--- config.mk ---
export PLATFORM = sky130hd
export DESIGN_NAME = hpp_select
export DESIGN_NICKNAME = d
export VERILOG_FILES = /design/src/rtl/hpp_pkg.sv /design/src/rtl/hpp_ctrl.sv /design/src/rtl/hpp_datapath.sv /design/src/rtl/hpp_select.sv
export SDC_FILE = /design/constraint.sdc
export NUM_CORES = 1
export LEC_CHECK = 0
export BUFFER_PORTS_ARGS = -buffer_cell sky130_fd_sc_hd__buf_2
export CAP_MARGIN = 20
export CELL_PAD_IN_SITES_DETAIL_PLACEMENT = 1
export CELL_PAD_IN_SITES_GLOBAL_PLACEMENT = 2
export CORE_AREA = 4 4 283 285
export CTS_CLUSTER_DIAMETER = 60
export DETAILED_ROUTE_END_ITERATION = 12
export DIE_AREA = 0 0 287 289
export GPL_TIMING_DRIVEN = 0
export PLACE_DENSITY = 0.68
export SLEW_MARGIN = 10
export SYNTH_ARGS = -nofsm -noshare
export SYNTH_HDL_FRONTEND = slang
export SYNTH_SLANG_ARGS = --single-unit
--- constraint.sdc ---
create_clock -name clk -period 13.7 [get_ports clk]
set_input_delay 1.37 -clock clk [delete_from_list [all_inputs] [get_ports clk]]
set_output_delay 1.37 -clock clk [all_outputs]
set_load 0.01 [all_outputs]
--- src/rtl/hpp_pkg.sv ---
package hpp_pkg;
  localparam int PRIO_W = 8;
  localparam int ID_W = 10;
  localparam logic [ID_W-1:0] NONE_ID = ID_W'(1023);

  typedef enum logic [1:0] {
    KIND_SGI  = 2'd0,
    KIND_PPI  = 2'd1,
    KIND_SPI  = 2'd2,
    KIND_NONE = 2'd3
  } kind_e;

  typedef struct packed {
    logic anyHit;
    logic primed;
  } strobe_t;

  typedef struct packed {
    logic              vld;
    logic [PRIO_W-1:0] pr;
    logic [ID_W-1:0]   id;
  } cand_t;

  function automatic kind_e kindOf(logic [ID_W-1:0] id);
    if (id < ID_W'(16)) return KIND_SGI;
    else if (id < ID_W'(32)) return KIND_PPI;
    else return KIND_SPI;
  endfunction

  function automatic cand_t pickBetter(cand_t a, cand_t b);
    if (a.vld && (!b.vld || a.pr <= b.pr)) return a;
    else return b;
  endfunction
endpackage

--- src/rtl/hpp_ctrl.sv ---
module hpp_ctrl
  import hpp_pkg::*;
#(
  parameter int NUM_SRC   = 64,
  parameter int PRIO_BITS = 4
) (
  input  logic                      clk,
  input  logic                      rstN,
  input  logic [NUM_SRC-1:0]        srcPending,
  input  logic [NUM_SRC-1:0]        srcEnable,
  input  logic [NUM_SRC-1:0]        srcGroup,
  input  logic [NUM_SRC*PRIO_W-1:0] srcPrio,
  input  logic [1:0]                grpEnable,
  input  logic [PRIO_W-1:0]         prioMask,
  output logic [NUM_SRC-1:0]        eligible,
  output logic [NUM_SRC*PRIO_W-1:0] levelPrio,
  output strobe_t                   strobe
);
  localparam logic [PRIO_W-1:0] KEEP = PRIO_W'(8'hFF << (PRIO_W - PRIO_BITS));

  logic [PRIO_W-1:0] maskLvl;
  logic primed;

  assign maskLvl = prioMask & KEEP;

  for (genvar i = 0; i < NUM_SRC; i++) begin : g_src
    logic [PRIO_W-1:0] lvl;
    assign lvl = srcPrio[i*PRIO_W +: PRIO_W] & KEEP;
    assign levelPrio[i*PRIO_W +: PRIO_W] = lvl;
    assign eligible[i] = srcPending[i] & srcEnable[i]
                       & grpEnable[srcGroup[i]] & (lvl < maskLvl);
  end

  always_ff @(posedge clk) begin
    if (!rstN) primed <= 1'b0;
    else       primed <= 1'b1;
  end

  assign strobe.anyHit = |eligible;
  assign strobe.primed = primed;

  // both groups off leaves nothing to signal
  p_groups_off_r2: assert property (@(posedge clk) disable iff (!rstN)
    (grpEnable == 2'b00) |-> !strobe.anyHit);

  // a mask at the top level blocks every source
  p_full_mask_r6: assert property (@(posedge clk) disable iff (!rstN)
    (maskLvl == '0) |-> !strobe.anyHit);
endmodule

--- src/rtl/hpp_datapath.sv ---
module hpp_datapath
  import hpp_pkg::*;
#(
  parameter int NUM_SRC = 64
) (
  input  logic                      clk,
  input  logic                      rstN,
  input  logic [NUM_SRC-1:0]        eligible,
  input  logic [NUM_SRC*PRIO_W-1:0] levelPrio,
  input  strobe_t                   strobe,
  output logic                      outValid,
  output logic [ID_W-1:0]           outId,
  output logic [PRIO_W-1:0]         outPrio,
  output kind_e                     outKind
);
  localparam int LVLS   = (NUM_SRC > 1) ? $clog2(NUM_SRC) : 1;
  localparam int LEAVES = 1 << LVLS;

  cand_t node [1:2*LEAVES-1];

  for (genvar i = 0; i < LEAVES; i++) begin : g_leaf
    if (i < NUM_SRC) begin : g_real
      assign node[LEAVES+i] = '{vld: eligible[i],
                                pr:  levelPrio[i*PRIO_W +: PRIO_W],
                                id:  ID_W'(i)};
    end else begin : g_pad
      assign node[LEAVES+i] = '{vld: 1'b0, pr: '1, id: ID_W'(i)};
    end
  end

  for (genvar k = 1; k < LEAVES; k++) begin : g_node
    assign node[k] = pickBetter(node[2*k], node[2*k+1]);
  end

  always_ff @(posedge clk) begin
    if (!rstN) begin
      outValid <= 1'b0;
      outId    <= NONE_ID;
      outPrio  <= '1;
      outKind  <= KIND_NONE;
    end else begin
      outValid <= node[1].vld;
      outId    <= node[1].vld ? node[1].id : NONE_ID;
      outPrio  <= node[1].vld ? node[1].pr : '1;
      outKind  <= node[1].vld ? kindOf(node[1].id) : KIND_NONE;
    end
  end

  // valid follows the control's hit strobe one edge later
  p_valid_lag_r9: assert property (@(posedge clk) disable iff (!rstN)
    strobe.primed |-> (outValid == $past(strobe.anyHit)));

  // the none result carries the reserved ID and kind
  p_none_id_r7: assert property (@(posedge clk) disable iff (!rstN)
    !outValid |-> (outId == NONE_ID && outKind == KIND_NONE && outPrio == '1));

  // a valid ID names a real source
  p_id_range_r8: assert property (@(posedge clk) disable iff (!rstN)
    outValid |-> (outId < ID_W'(NUM_SRC)));

  // the reported source was a candidate on the previous cycle
  p_winner_elig_r2: assert property (@(posedge clk) disable iff (!rstN)
    (strobe.primed && outValid) |-> (|(($past(eligible) >> outId) & NUM_SRC'(1))));
endmodule

--- src/rtl/hpp_select.sv ---
module hpp_select
  import hpp_pkg::*;
#(
  parameter int NUM_SRC   = 64,
  parameter int PRIO_BITS = 4
) (
  input  logic                 clk,
  input  logic                 rstN,
  input  logic [NUM_SRC-1:0]   srcPending,
  input  logic [NUM_SRC-1:0]   srcEnable,
  input  logic [NUM_SRC-1:0]   srcGroup,
  input  logic [NUM_SRC*8-1:0] srcPrio,
  input  logic [1:0]           grpEnable,
  input  logic [7:0]           prioMask,
  output logic                 outValid,
  output logic [9:0]           outId,
  output logic [7:0]           outPrio,
  output logic [1:0]           outKind
);
  logic [NUM_SRC-1:0]        eligible;
  logic [NUM_SRC*PRIO_W-1:0] levelPrio;
  strobe_t                   strobe;
  kind_e                     kindQ;

  hpp_ctrl #(.NUM_SRC(NUM_SRC), .PRIO_BITS(PRIO_BITS)) u_ctrl (
    .clk(clk), .rstN(rstN),
    .srcPending(srcPending), .srcEnable(srcEnable), .srcGroup(srcGroup),
    .srcPrio(srcPrio), .grpEnable(grpEnable), .prioMask(prioMask),
    .eligible(eligible), .levelPrio(levelPrio), .strobe(strobe)
  );

  hpp_datapath #(.NUM_SRC(NUM_SRC)) u_dp (
    .clk(clk), .rstN(rstN),
    .eligible(eligible), .levelPrio(levelPrio), .strobe(strobe),
    .outValid(outValid), .outId(outId), .outPrio(outPrio), .outKind(kindQ)
  );

  assign outKind = kindQ;
endmodule

---- Word-level counts from Yosys, hierarchy flattened ----
Index checks and enable logic that the tools add are counted.
cells by class
  order comparisons ....................... 193
  multiplexer cells ....................... 193
  bitwise logic cells ..................... 192
  reduce and logical (&&, ||, !) cells .... 190
operators by type and width
  kind                                                 count
  two-way mux 19 bit                                   63
  < comparator 8 bit                                   64
  <= comparator 8 bit                                  63
  bitwise AND 1 bit                                    192
  < comparator 1 x 2 -> 1 bit, second input constant   64
  two-way mux 1 bit                                    128
  logical AND 1 bit                                    63
  logical NOT 1 bit                                    63
  logical OR 1 bit                                     63
  < comparator 10 x 5 -> 1 bit, second input constant  1
  < comparator 10 x 6 -> 1 bit, second input constant  1
  two-way mux 2 bit                                    2
  AND reduction 2 bit                                  1
word-level totals
  register bits ........................... 21
  bits of input ports ..................... 716
  word-level logic and storage cells ...... 772

---- Logic depth before layout (Yosys ltp) ----
  depth after elaboration ................. 31
  mapped depth ............................ 58
  mapped depth without buffers ............ 55

---- Hierarchy ----
A second synthesis with hierarchy kept.
second synthesis, totals
  cells, all modules ...................... 4,996
  area total of the unflattened synthesis .. 34,335.4 µm²
modules (own cells, without submodules)
  module        times used  cells each  area an instance (µm²)  seq. area each (µm²)
  hpp_datapath  1           3,860       24,827.6                360.3
  hpp_ctrl      1           1,136       9,507.9                 20.0

---- Worst setup path after synthesis ----
OpenSTA, ideal clock, no wires.
  path kind ............................... in2reg
  start point ............................. input port prioMask[5]
  end point ............................... register u_dp.outId[3]
  library setup time ...................... 0.114 ns
  arrival time ............................ 10.952 ns
  data required time ...................... 13.586 ns
  setup slack ............................. 2.634 ns
  stages .................................. 54
  buffers on the path ..................... 3
  path through ............................ inv_1 ha_1 a211oi_1 o21ai_0 a31oi_2 mux2i_1 inv_1 ha_1 and4_1 a21oi_1 a21bo_2 nand2b_1 buf_2 mux2i_1 inv_1 ha_1 nor2b_1 o21a_1 [18 not listed] nand2b_1 a21oi_1 a41o_1 o22ai_2 and2b_1 a22oi_1 nand2_1 ha_1 nor2b_1 o21ai_0 nand2b_1 a21oi_1 a41o_1 a21oi_1 nor2_1 buf_2 o221ai_1 a21o_1
on the way
  longest elaborated chain between the ends .. 27
RTL lines
  what                                                             RTL line            text
  start, declared                                                  hpp_select.sv:14    input logic [7:0] prioMask,
  < comparator 8 bit                                               hpp_ctrl.sv:31      & grpEnable[srcGroup[i]] & (lvl < maskLvl);
  bitwise AND 1 bit                                                hpp_ctrl.sv:31
  logical NOT 1 bit                                                hpp_pkg.sv:31       if (a.vld && (!b.vld || a.pr <= b.pr)) return a;
  logical OR 1 bit                                                 hpp_pkg.sv:31
  logical AND 1 bit                                                hpp_pkg.sv:31
  two-way mux 19 bit                                               hpp_pkg.sv:31
  <= comparator 8 bit / logical NOT 1 bit (equally long branches)  hpp_pkg.sv:31
  logical OR 1 bit                                                 hpp_pkg.sv:31
  [11 not listed]                                                  --
  logical OR 1 bit                                                 hpp_pkg.sv:31
  logical AND 1 bit                                                hpp_pkg.sv:31
  two-way mux 19 bit                                               hpp_pkg.sv:31
  <= comparator 8 bit / logical NOT 1 bit (equally long branches)  hpp_pkg.sv:31
  logical OR 1 bit                                                 hpp_pkg.sv:31
  logical AND 1 bit                                                hpp_pkg.sv:31
  two-way mux 19 bit *                                             hpp_pkg.sv:31
  AND reduction 2 bit (no line)                                    --
  end signal, assigned                                             hpp_datapath.sv:43  outId <= node[1].vld ? node[1].id : NONE_ID;
  end, declared                                                    hpp_datapath.sv:12  output logic [ID_W-1:0] outId,
Mark *: on every way between the ends. The rest lies on a longest branch, timed or not.
A chain may end at the register's enable or synchronous reset.

---- Worst setup path in the final report ----
  start point ............................. input port prioMask[7]
  end point ............................... register u_dp.outId[0]
Same word-level chain as after synthesis.

==> summary.txt <==
Outcome
  – Outcome: finished, final reports clean

Clocking
  – CTS Root Cell: clkbuf_16
  – CTS tree: yes
  – H-tree depth: 1
  – Longest Clk Path Bufs: 2
  – Num CTS Buffers: 3
  – Clock Sinks: 13
  – Reg clk slew, reported paths: 0.05 ns
  – Hold buffer count at cts: 0

Global routing
  – Global-route wire length before repair: between 100000 and 150000 um
  – Initial antenna violation count: 10
  – Vias in the first global route: between 15000 and 20000
  – Total GRT Usage: 0.174
  – Overflow after GRT: 0
  – Largest net degree at the start of global routing: 36

Power
  – Total power: 1190 uW
  – Max VDD drop: 0.0333 mV
  – Pleak: 0.0107 uW
  – Cell Pwr Density: around 59 nW/um2

STA
  – Final hold vios: 0
  – Max-slew headroom: 0.475
  – Fmax: approximately 80 MHz
  – Final setup viols: 0
  – RSZ-0062 raised after global routing: no
  – Final worst slack: 1.04 ns
  – Final slew viol count: 0
  – Final setup TNS: 0 ns
  – Min Clock Period, post-route: 12.66 ns
  – Final period util: 0.924
  – Worst-margin pin slew: between 0.7 and 0.8 ns

Worst setup path
  – Crit-path max cell delay: 0.48 ns
  – WP data arrival: about 13 ns
  – Critical Path RT: 13.84 ns
  – Crit-path max FO: 35
  – Worst setup path class: in -> reg
  – Slowest cell on crit path: a31oi_1
  – Startpoint Class: input port
  – Crit. End Element: flip-flop

Drt
  – Top Layer Used: met5
  – Met1 wire length: between 30000 and 40000 um
  – WL final: 75800 um
  – Met3 WL post-DR: 2920 um
  – DR WL/cell: 21.0 um
  – Starting DRT DRC Count: 495
  – Met2 Routed Length: 36400 um
  – Via/cell ratio: roughly 4.8
  – Via count: around 17000
  – TritonRoute pass-1 iters: 4
  – Post-route DRC: 0
  – Post-route ant nets: 0

Yosys
  – Synth Flop Type: dfxtp_1
  – Avg Cell Area, Syn: 7.93 um2
  – YS warnings: 0
  – Cell taking the most area after synthesis: ha_1
  – Proportion of netlist area held by the largest area contributor: 0.338
  – Number of flops mapped to enable cells by yosys: 0
  – Post-synthesis cell type count: 76
  – Post-Syn Area: 16400 um2
  – Top cells by area, synth: ha_1, mux2i_1, inv_1
  – Post-synth ARST share: 0
  – #FFs+latches synth: 13
  – Synthesized instance count: slightly above 2000
  – Sequential area share after synthesis: 0.0158
  – Synthesized net count: 3235

Hold path
  – Worst hold path depth: 2
  – Hold Path End: u_dp.outPrio[4]$_SDFF_PN1_
  – Hold_sp: rstN
  – Hold Path Class: in -> reg

Placement
  – Gpl congestion: 0.888
  – Post-DP HPWL: 67200 um
  – PortBufs: 474
  – Place WS: ~0.45 ns

Floorplanning
  – Initial Util: 0.213
  – Die width: around 290 um
  – Ports: 737
  – Die height: 289 um
  – DIE AREA: 82900 um2
  – # rows: around 100
  – Core footprint: 77300 um2

Cells and area
  – Commonest non-fill, non-tap cell in the layout: buf_2
  – Area delta synth->final: 23.6%
  – Nets: 3722
  – Final core utilization: 0.263
  – Fill count: 9522
  – Most frequent cells in the layout: buf_2, ha_1, mux2i_1
  – Share of layout cells above drive strength 1: 0.246

Flow run
  – MaxCap Viol Count: 0
worst max path at each step:
stage / end / slack (ns) / from
after detailed placement: u_dp.outId[0]$_SDFF_PN1_ / 0.45 / prioMask[7]
after global routing: u_dp.outId[0]$_SDFF_PN1_ / 0.15 / prioMask[7]
after floorplan: u_dp.outId[3]$_SDFF_PN1_ / 2.63 / prioMask[5]
after CTS: u_dp.outId[0]$_SDFF_PN1_ / 0.67 / prioMask[7]
final: u_dp.outId[0]$_SDFF_PN1_ / 1.04 / prioMask[7]
after global placement: u_dp.outId[0]$_SDFF_PN1_ / -1.12 / prioMask[7]
synth_stat cells, types with 24 or more instances:
master,instances
a211oi_1,53
a21oi_1,121
buf_2,24
ha_1,444
inv_1,276
mux2_2,30
mux2i_1,287
nand2_1,166
nand2b_1,82
nand4_1,38
nor2b_1,39
nor3_1,47
o21a_1,29
o21ai_0,127
power breakdown:
| group | internal, uW | switching, uW | total, uW |
|---|---|---|---|
| Clock | 39.3 | 16.7 | 56.0 |
| Sequential | 53.6 | 6.63 | 60.2 |
| Combinational | 442 | 636 | 1080 |
| Total | 534 | 659 | 1190 |
layout make-up:
type                            instances  area, um2  share of cell area
Antenna cell                            2       5.00            0.000246
Buffer                                 54        338              0.0166
Clock buffer                            4       78.8             0.00388
Inverter                              276       1040              0.0513
Multi-Input combinational cell       1732      14800               0.729
Sequential cell                        13        260              0.0128
Tap cell                             1040       1300              0.0640
Timing Repair Buffer                  482       2480               0.122
logic make-up (layout without fill, tap and decap cells):
kind of cell,Yosys count,in the layout,synth area share
DFF,13,13,0.0158
and+or+nand+nor,448,448,0.145
adders and majority gates,444,444,0.338
AOI/OAI and AO/OA,520,520,0.220
buffers and inverters,330,816,0.0835
other,0,2,0
muxes,320,320,0.199
registers in the layout (all words and copies together), names as in the netlist:
| name | count |
|---|---|
| u_dp.outPrio | 5 |
| u_dp.outValid | 1 |
| u_dp.outId | 6 |
| u_dp.outKind | 1 |
critical path: cells and delay by family:
family / cells / cell delay, ns
AO/OA/AOI/OAI: 24 / 4.53
buffers and inverters: 8 / 1.53
multiplexers: 5 / 1.92
AND/OR/NAND/NOR: 11 / 1.55
adder cells (fa/ha/maj): 6 / 1.82
per-stage QoR:
stage	hold WS [ns]	cell area [um2]	cells
6_report	1.41	20300	3603
5_1_grt	1.46	20300	3602
4_1_cts	1.41	20300	3596
3_5_place_dp	1.66	20200	3592
3_3_place_gp	1.65	20100	3589
2_1_floorplan	1.49	16400	2075
repair_timing:
action	in CTS	in global routing
buffers inserted	0	5
setup endpoints to repair	0	8
gates resized for setup	0	1
per-layer routing:
layer / vias to the layer above / track usage
met2: 383 / 0.313
li1: 8611 / -
met5: - / 0
met3: 66 / 0.0194
met4: 10 / 0.0283
met1: 8342 / 0.226
Power figures use the tool's default switching activity.
